==> src/rtl/mdc4s_pkg.sv <==
package mdc4s_pkg;
  localparam int unsigned LANES = 4;

  typedef logic [1:0] strm_id_t;

  // stream served in a given quarter of the symbol position
  function automatic strm_id_t quarter_owner(input logic [1:0] quarter);
    return strm_id_t'(quarter + 2'd1);
  endfunction
endpackage

==> src/rtl/mdc4s_tap_line.sv <==
module mdc4s_tap_line #(
  parameter int SW  = 16,
  parameter int Q   = 16,
  parameter int LAG = 0
) (
  input  logic                            clk,
  input  logic                            en,
  input  logic [SW-1:0]                   din,
  output logic [mdc4s_pkg::LANES-1:0][SW-1:0] taps
);
  localparam int DEPTH = (LAG + 3) * Q;

  logic [SW-1:0] sr [DEPTH];

  // data shift chain: no reset, advances only on accepted cycles
  always_ff @(posedge clk) begin
    if (en) begin
      sr[0] <= din;
      for (int i = 1; i < DEPTH; i++) begin
        sr[i] <= sr[i-1];
      end
    end
  end

  // lane k sees the sample (LAG+3-k) quarter-spans older than din
  for (genvar k = 0; k < mdc4s_pkg::LANES; k++) begin : g_tap
    localparam int DLY = (LAG + 3 - k) * Q;
    if (DLY == 0) begin : g_direct
      assign taps[k] = din;
    end else begin : g_stored
      assign taps[k] = sr[DLY-1];
    end
  end
endmodule

==> src/rtl/mdc4s_ctrl.sv <==
module mdc4s_ctrl #(
  parameter int N = 64
) (
  input  logic                      clk,
  input  logic                      rst_n,
  input  logic                      in_valid,
  output mdc4s_pkg::strm_id_t       sel,
  output logic [$clog2(N)-3:0]      bfly,
  output logic                      ready
);
  localparam int LN       = $clog2(N);
  localparam int QW       = LN - 2;
  localparam int Q        = N / 4;
  localparam int FILL_MAX = 3 * Q;
  localparam int FW       = $clog2(FILL_MAX + 1);

  logic [LN-1:0] pos_q, pos_d;
  logic [FW-1:0] fill_q, fill_d;

  always_comb begin
    pos_d  = pos_q;
    fill_d = fill_q;
    if (in_valid) begin
      pos_d = LN'(pos_q + 1'b1);
      if (fill_q != FW'(FILL_MAX)) begin
        fill_d = FW'(fill_q + 1'b1);
      end
    end
  end

  always_ff @(posedge clk or negedge rst_n) begin
    if (!rst_n) begin
      pos_q  <= '0;
      fill_q <= '0;
    end else begin
      pos_q  <= pos_d;
      fill_q <= fill_d;
    end
  end

  assign sel   = mdc4s_pkg::quarter_owner(pos_q[LN-1:LN-2]);
  assign bfly  = pos_q[QW-1:0];
  assign ready = (fill_q == FW'(FILL_MAX));
endmodule

==> src/rtl/mdc4s_xbar.sv <==
module mdc4s_xbar #(
  parameter int SW = 16
) (
  input  logic [mdc4s_pkg::LANES-1:0][mdc4s_pkg::LANES-1:0][SW-1:0] grp_in,
  input  mdc4s_pkg::strm_id_t                                       sel,
  output logic [mdc4s_pkg::LANES-1:0][SW-1:0]                       lane_out
);
  for (genvar k = 0; k < mdc4s_pkg::LANES; k++) begin : g_lane
    always_comb begin
      lane_out[k] = grp_in[sel][k];
    end
  end
endmodule

==> src/rtl/mdc4s_stage_sched.sv <==
module mdc4s_stage_sched #(
  parameter  int N  = 64,
  parameter  int SW = 16,
  localparam int QW = $clog2(N) - 2
) (
  input  logic                clk,
  input  logic                rst_n,
  input  logic                in_valid,
  input  logic [3:0][SW-1:0]  in_data,
  output logic                out_valid,
  output logic [1:0]          out_stream,
  output logic [QW-1:0]       out_bfly,
  output logic [3:0][SW-1:0]  out_data
);
  import mdc4s_pkg::*;

  localparam int Q = N / 4;

  strm_id_t                       sel;
  logic [QW-1:0]                  bfly;
  logic                           ready;
  logic [LANES-1:0][LANES-1:0][SW-1:0] grp;
  logic [LANES-1:0][SW-1:0]       lanes;

  logic                           valid_d;
  logic [1:0]                     stream_d;
  logic [QW-1:0]                  bfly_d;
  logic [LANES-1:0][SW-1:0]       data_d;

  mdc4s_ctrl #(.N(N)) u_ctrl (
    .clk      (clk),
    .rst_n    (rst_n),
    .in_valid (in_valid),
    .sel      (sel),
    .bfly     (bfly),
    .ready    (ready)
  );

  for (genvar s = 0; s < LANES; s++) begin : g_stream
    mdc4s_tap_line #(.SW(SW), .Q(Q), .LAG(s)) u_line (
      .clk  (clk),
      .en   (in_valid),
      .din  (in_data[s]),
      .taps (grp[s])
    );
  end

  mdc4s_xbar #(.SW(SW)) u_xbar (
    .grp_in   (grp),
    .sel      (sel),
    .lane_out (lanes)
  );

  always_comb begin
    valid_d  = in_valid & ready;
    stream_d = out_stream;
    bfly_d   = out_bfly;
    data_d   = out_data;
    if (in_valid) begin
      stream_d = sel;
      bfly_d   = bfly;
      data_d   = lanes;
    end
  end

  always_ff @(posedge clk or negedge rst_n) begin
    if (!rst_n) begin
      out_valid  <= 1'b0;
      out_stream <= '0;
      out_bfly   <= '0;
      out_data   <= '0;
    end else begin
      out_valid  <= valid_d;
      out_stream <= stream_d;
      out_bfly   <= bfly_d;
      out_data   <= data_d;
    end
  end
endmodule

==> config.mk <==
export PLATFORM = sky130hd
export DESIGN_NAME = mdc4s_stage_sched
export DESIGN_NICKNAME = d
export VERILOG_FILES = /design/src/rtl/mdc4s_pkg.sv /design/src/rtl/mdc4s_tap_line.sv /design/src/rtl/mdc4s_ctrl.sv /design/src/rtl/mdc4s_xbar.sv /design/src/rtl/mdc4s_stage_sched.sv
export SDC_FILE = /design/constraint.sdc
export NUM_CORES = 2
export LEC_CHECK = 0
export ABC_AREA = 1
export BUFFER_PORTS_ARGS = -buffer_cell sky130_fd_sc_hd__buf_4
export CAP_MARGIN = 20
export CORE_ASPECT_RATIO = 1.25
export CORE_MARGIN = 2
export CORE_UTILIZATION = 45
export CTS_CLUSTER_SIZE = 14
export DETAILED_ROUTE_END_ITERATION = 8
export PLACE_DENSITY = 0.71
export RECOVER_POWER = 100
export SYNTH_ARGS = -nofsm -noshare
export SYNTH_HDL_FRONTEND = slang
export SYNTH_HIERARCHICAL = 1
export SYNTH_MEMORY_MAX_BITS = 65536
export SYNTH_SLANG_ARGS = --single-unit
==> constraint.sdc <==
create_clock -name clk -period 3.1 [get_ports clk]
set_input_delay 0.31 -clock clk [delete_from_list [all_inputs] [get_ports clk]]
set_output_delay 0.31 -clock clk [all_outputs]
set_load 0.01 [all_outputs]
# Yosys cells after proc, flatten, opt, wreduce, memory -nomap -nowiden

Memories as Yosys holds them, arrays and structs flattened.
Index checks and enable logic that the tools add are counted.

Register bits: 83
Bits in writable memories: 4608
Bits of input ports: 67
Output and inout port bits: 71
Memories kept: 4

Memory list:

| name                  | depth | width | read ports | clocked after memory_dff | wr ports | RTL line             | RTL |
|---|---|---|---|---|---|---|---|
| g_stream[3].u_line.sr | 96    | 16    | 96         | 0                        | 96       | mdc4s_tap_line.sv:13 | `logic [SW-1:0] sr [DEPTH];` |
| g_stream[2].u_line.sr | 80    | 16    | 80         | 0                        | 80       | mdc4s_tap_line.sv:13 |  |
| g_stream[1].u_line.sr | 64    | 16    | 64         | 0                        | 64       | mdc4s_tap_line.sv:13 |  |
| g_stream[0].u_line.sr | 48    | 16    | 48         | 0                        | 48       | mdc4s_tap_line.sv:13 |  |

$add $sub $neg: 3
$lt $le $gt $ge: 1
Equal/unequal tests: 2
Mux-type cells: 4
Bitwise operators: 1
Reductions and logical operators: 1

Operators with widths:

| kind                | number |
|---|---|
| $bmux 64 s2         | 1 |
| $mux 64             | 1 |
| $add 6x1->6 const B | 2 |
| $eq 6x6->1 const B  | 1 |
| $ne 6x6->1 const B  | 1 |
| $lt 2x3->1 const B  | 1 |
| $add 2x1->2 const B | 1 |
| $mux 1              | 2 |
| $reduce_and 2->1    | 1 |
| $and 1x1->1         | 1 |

# Logic depth before layout (Yosys ltp)

Depth after elaboration: 3
Depth in mapped cells: 9
Mapped depth without buffers: 9

# Hierarchy

Netlist, hierarchy kept.

Modules (own cells, without submodules):

| module                               | times used | cells an instance | area each (um^2) | sequential area each (um^2) |
|---|---|---|---|---|
| mdc4s_tap_line at g_stream[3].u_line | 1          | 1536              | 46124.2          | 46124.2 |
| mdc4s_tap_line at g_stream[2].u_line | 1          | 1344              | 38917.3          | 38436.9 |
| mdc4s_tap_line at g_stream[1].u_line | 1          | 1088              | 31230.0          | 30749.5 |
| mdc4s_tap_line at g_stream[0].u_line | 1          | 784               | 23182.2          | 23062.1 |
| mdc4s_xbar                           | 1          | 747               | 3020.4           | 0.0 |
| mdc4s_stage_sched                    | 1          | 299               | 2723.9           | 1776.7 |
| mdc4s_ctrl                           | 1          | 70                | 648.1            | 300.3 |

# Worst setup path after synthesis

No wires, ideal clock.

Path type: register to register
Start: register u_ctrl.pos_q[4]
End: register out_data[10] (netlist name)
Data arrival time: 1.273 ns
Slack: 1.763 ns
Stages on the path, launching flop included: 8
Path buffers: 2
Period minus slack after synthesis: 1.337 ns
Cells stage by stage: dfrtp_1 > xor2_1 > buf_2 > buf_2 > nand3_1 > nand2_1 > nand2_1 > nand2_1

RTL lines:

| item                   | RTL line                | RTL |
|---|---|---|
| start, declared        | mdc4s_ctrl.sv:17        | `logic [LN-1:0] pos_q, pos_d;` |
| start signal, assigned | mdc4s_ctrl.sv:36        | `pos_q <= pos_d;` |
| end signal, assigned   | mdc4s_stage_sched.sv:76 | `out_data <= data_d;` |
| end, declared          | mdc4s_stage_sched.sv:13 | `output logic [3:0][SW-1:0] out_data` |

==> qor_table.md <==
| Stage | Item | Value |
|:---|:---|:---|
| clock network | H-Tree Depth | 5 |
| finish | Filler Cells Inserted | 23710 |
| logic synthesis | Top cells by area, synth | sky130_fd_sc_hd__edfxtp_1 95%, sky130_fd_sc_hd__dfrtp_1 1.4%, sky130_fd_sc_hd__nand2_1 1.4% |
| critical path | Crit path top cell by count | sky130_fd_sc_hd__clkbuf_2 |
| sta | Tightest Pin Transition | 1.960 ns |
| grt | Pin count of the biggest net entering global routing | 170 |
| placement | Routability cong. | 0.7378 |
| logic synthesis | Area share of the largest cell type after synthesis | 0.9488 |
| run | Max_cap viols | 13 |
| logic synthesis | Yosys warning total | 6 |
| floorplanning | Core ar. | 322400 sq um |
| critical path | Startpoint of the most critical setup path | in_valid |
| critical path | Critical Path Sink | g_stream[2].u_line/sr[1][61] |
| detailed routing | First-pass detailed-route iteration total | 6 |
| run status | Status | finished with violations |
| detailed routing | Remaining routing DRC violations | 0 |
| detailed routing | Number of nets still failing antenna checks after routing | 0 |
| power | Worst IR Drop VDD | 0.7404 mV |
| sta | F_max | 398.1 MHz |
| logic synthesis | Most common library cells after synthesis | 4608 x sky130_fd_sc_hd__edfxtp_1, 550 x sky130_fd_sc_hd__nand2_1, 263 x sky130_fd_sc_hd__inv_1, 161 x sky130_fd_sc_hd__buf_4, 131 x sky130_fd_sc_hd__nand3_1 |
| logic synthesis | Number of register bits inferred by synthesis | 4691 |
| logic synthesis | Cell type contributing the most total cell area after synthesis | sky130_fd_sc_hd__edfxtp_1 |
| placement | DP Wirelength | 92870 microns |
| logic synthesis | EDFF count, synth | 4608 |
| clock network | Clock tree from TritonCTS | built |
| finish | Final layout net count | 6509 |
| critical path | Critical path type | in -> reg |
| finish | Multi-input gate area in the final layout | 2923 sq um |
| critical path | Critical Path, Cell by Cell | dlygate4sd3_1 -> buf_16 -> clkbuf_2 -> clkbuf_2 |
| critical path | Number of cells traversed by the worst register-to-register path | 8 |
| critical path | Worst R2R Setup Slack | 0.77 ns |
| logic synthesis | Number of nets produced by synthesis | 5938 |
| grt | Vias in the first global route | 53410 |
| logic synthesis | Area of the mapped netlist | 145800 sq um |
| run status | Violations in the final reports | max-capacitance violations, max-slew violations |
| power | P_sw | 28.56 mW |
| critical path | CP max stage cell | sky130_fd_sc_hd__clkbuf_2 |
| grt | Initial antenna violation count | 8 |
| sta | Final critical path time including I/O delays and setup | 2.512 ns |
| detailed routing | Number of vias after detailed routing | 51360 |
| clock network | Cell chosen for the clock root | sky130_fd_sc_hd__clkbuf_16 |
| floorplanning | Chip Height | 640.5 microns |
| logic synthesis | Average footprint of a synthesized cell | 24.85 sq um |
| power | Internal power | 103.5 mW |
| min path | Instance count along the most critical hold path | 2 |
| logic synthesis | Number of instances in the synthesized netlist | 5868 |
| logic synthesis | Count leader, synth | sky130_fd_sc_hd__edfxtp_1 |
| grt | Overflow left after global routing | 0 |
| sta | Worst Skew | 0.06022 ns |
| floorplanning | I/O pin total | 138 |
| critical path | Worst Path Arrival | 3.04 ns |
| sta | Count of final max-slew check failures | 1344 |
| detailed routing | Post-detailed-routing wire length | 196000 microns |
| grt | Aggregate global-route resource usage | 0.1160 |
| placement | Post-placement cell area | 152400 sq um |
| critical path | Capturing point of the worst reg2reg path | out_data[7] |
| finish | Share of layout cells above drive strength 1 | 0.1021 |
| critical path | Nature of the critical path startpoint | primary input |
| floorplanning | Count of standard-cell rows | 233 |
| logic synthesis | Post-synth cell types | 24 |
| min path | Worst hold-check path type | in -> reg |
| clock network | Number of post-CTS setup repair buffers | 0 |
| logic synthesis | Sequential share of the synthesized area | 0.9630 |
| critical path | Highest net fanout along the worst path | 48 |
| critical path | Reg-to-reg startpoint | u_ctrl/pos_q[4] |
| sta | Setup TNS | 0 ns |
| critical path | CP max stage delay | 1.01 ns |
| power | Gate power share | 0.049 |
| power | Share of power burned in the clock network | 0.375 |
| critical path | WP data required | 3.63 ns |
| floorplanning | Initial cell density of the core | 0.4523 |
| finish | Final design utilization | 0.5129 |
| sta | Final setup slack of the worst path | 0.5882 ns |
| floorplanning | Die ar. | 328700 sq um |
| sta | Final number of setup-violating endpoints | 0 |
| detailed routing | Wirelength per Cell | 17.78 microns |
| logic synthesis | Fraction of synthesis flops using an asynchronous set or reset pin | 0.01769 |
| placement | Port buffer count | 137 |
| sta | Final period util | 0.8103 |
| clock network | Worst skew pair latency | 0.91 ns |
| sta | Unrepaired setup endpoints after global routing | false |
| finish | Cell area after layout | 165400 sq um |
| power | Net switching share of the total power | 0.2162 |
| clock network | Number of buffers added by the clock tree synthesis step | 425 |
| detailed routing | Detailed router's first-iteration violation count | 4619 |
| power | Power per Cell Area | 798.8 nW/um^2 |
| power | Sequential power share | 0.576 |
| clock network | Reg clk slew, reported paths | 0.06 ns |
| critical path | Nature of the critical path endpoint | flip-flop |
| finish | Area taken by flip-flops and latches | 140500 sq um |
| detailed routing | Mean number of vias per cell | 4.661 |
| power | Leakage power | 56.95 nW |
| grt | First-pass GRT wire length | 299200 microns |
| clock network | Maximum root-to-sink buffer count | 4 |
| sta | Headroom to the max-slew limit | -0.3064 |
| finish | Layout area overhead | 13.38% |
| clock network | Number of sinks handled by clock tree synthesis | 4691 |
| placement | Place WS | 1.023 ns |
| sta | Final hold violations | 0 |
| floorplanning | Die width | 513.2 microns |
| logic synthesis | Leading register cell type out of synthesis | sky130_fd_sc_hd__edfxtp_1 |
## power groups by stage
stage	logic [mW]	clock network [mW]	registers [mW]
floorplan	3.02	0	76.5
global placement	6.54	0	77.0
detailed placement	6.79	0	77.2
CTS	7.01	51.0	76.1
global route	7.05	53.3	76.4
finish	6.48	49.6	76.0
## cell usage in the layout, fill, tap and decap left out, drive strengths merged
cell type and n:
buf 37, bufinv 20, clkbuf 815, clkinv 167
clkinvlp 6, dfrtp 83, diode 1, dlygate4sd3 66
edfxtp 4608, ha 3, inv 281, mux2 1
nand2 553, nand3 131, nand4 3, nor2 4
o21ai 1, xnor2 3, xor2 5
## flip-flops by register name (all words and copies together) (netlist names)
register,cells
out_data,64
out_bfly,4
out_valid,1
u_ctrl/pos_q,6
out_stream,2
g_stream.u_line/sr,4608
u_ctrl/fill_q,6
## area by class of cell
type,instances,share of cell area
multi-input combinational,704,0.01768
clock inverter,206,0.01081
clock buffer,569,0.06943
timing repair buffer,349,0.01457
antenna,1,0.00001513
tap,4230,0.03201
sequential,4691,0.8494
inverter,268,0.006136
## worst min path at each step
stage / startpoint / slack (ns) / endpoint
5_1_grt: in_data[34] / 0.08 / g_stream[2].u_line/sr[0][2]
3_5_place_dp: rst_n / 0.35 / out_valid
4_1_cts: rst_n / 0.00005 / u_ctrl/fill_q[2]
2_1_floorplan: rst_n / 0.01 / out_bfly[0]
3_3_place_gp: rst_n / 0.34 / out_valid
6_report: in_data[34] / 0.14 / g_stream[2].u_line/sr[0][2]
## critical path: cells and delay by family
| kind | cells | cell delay (ns) |
|---|---|---|
| buffers and inverters | 4 | 2.53 |
## stage by stage
stage	instances	hold WS [ns]	total power, mW
finish	11020	0.1353	132.1
global route	11020	0.08068	136.8
CTS	11020	0.00005052	134.1
detailed placement	10180	0.3489	84.01
global placement	10180	0.3431	83.53
floorplan	5868	0.01441	79.47
## kinds of logic after synthesis
family / after synthesis / share of synthesized area
mux: 1 / 0.00007720
compound gates: 1 / 0.00003428
simple gates: 691 / 0.01913
fa+ha+maj: 3 / 0.0002574
xor+xnor: 8 / 0.0004804
buf+inv: 473 / 0.01702
flops: 4691 / 0.9630
## timing repair
item                       CTS  global route
setup endpoints to repair    0             0
hold endpoints to repair   184             0
hold buffers                67             0
resized for setup            0             0
## layer usage
layer	up-vias	share of wire	global-route usage
met1	26120	0.40	0.1438
li1	23550	-	-
met2	1246	0.52	0.2026
met3	438	0.047	0.02186
met5	-	0	0
met4	0	0.033	0.04373
Note: power is estimated with default switching activity, not from simulation.
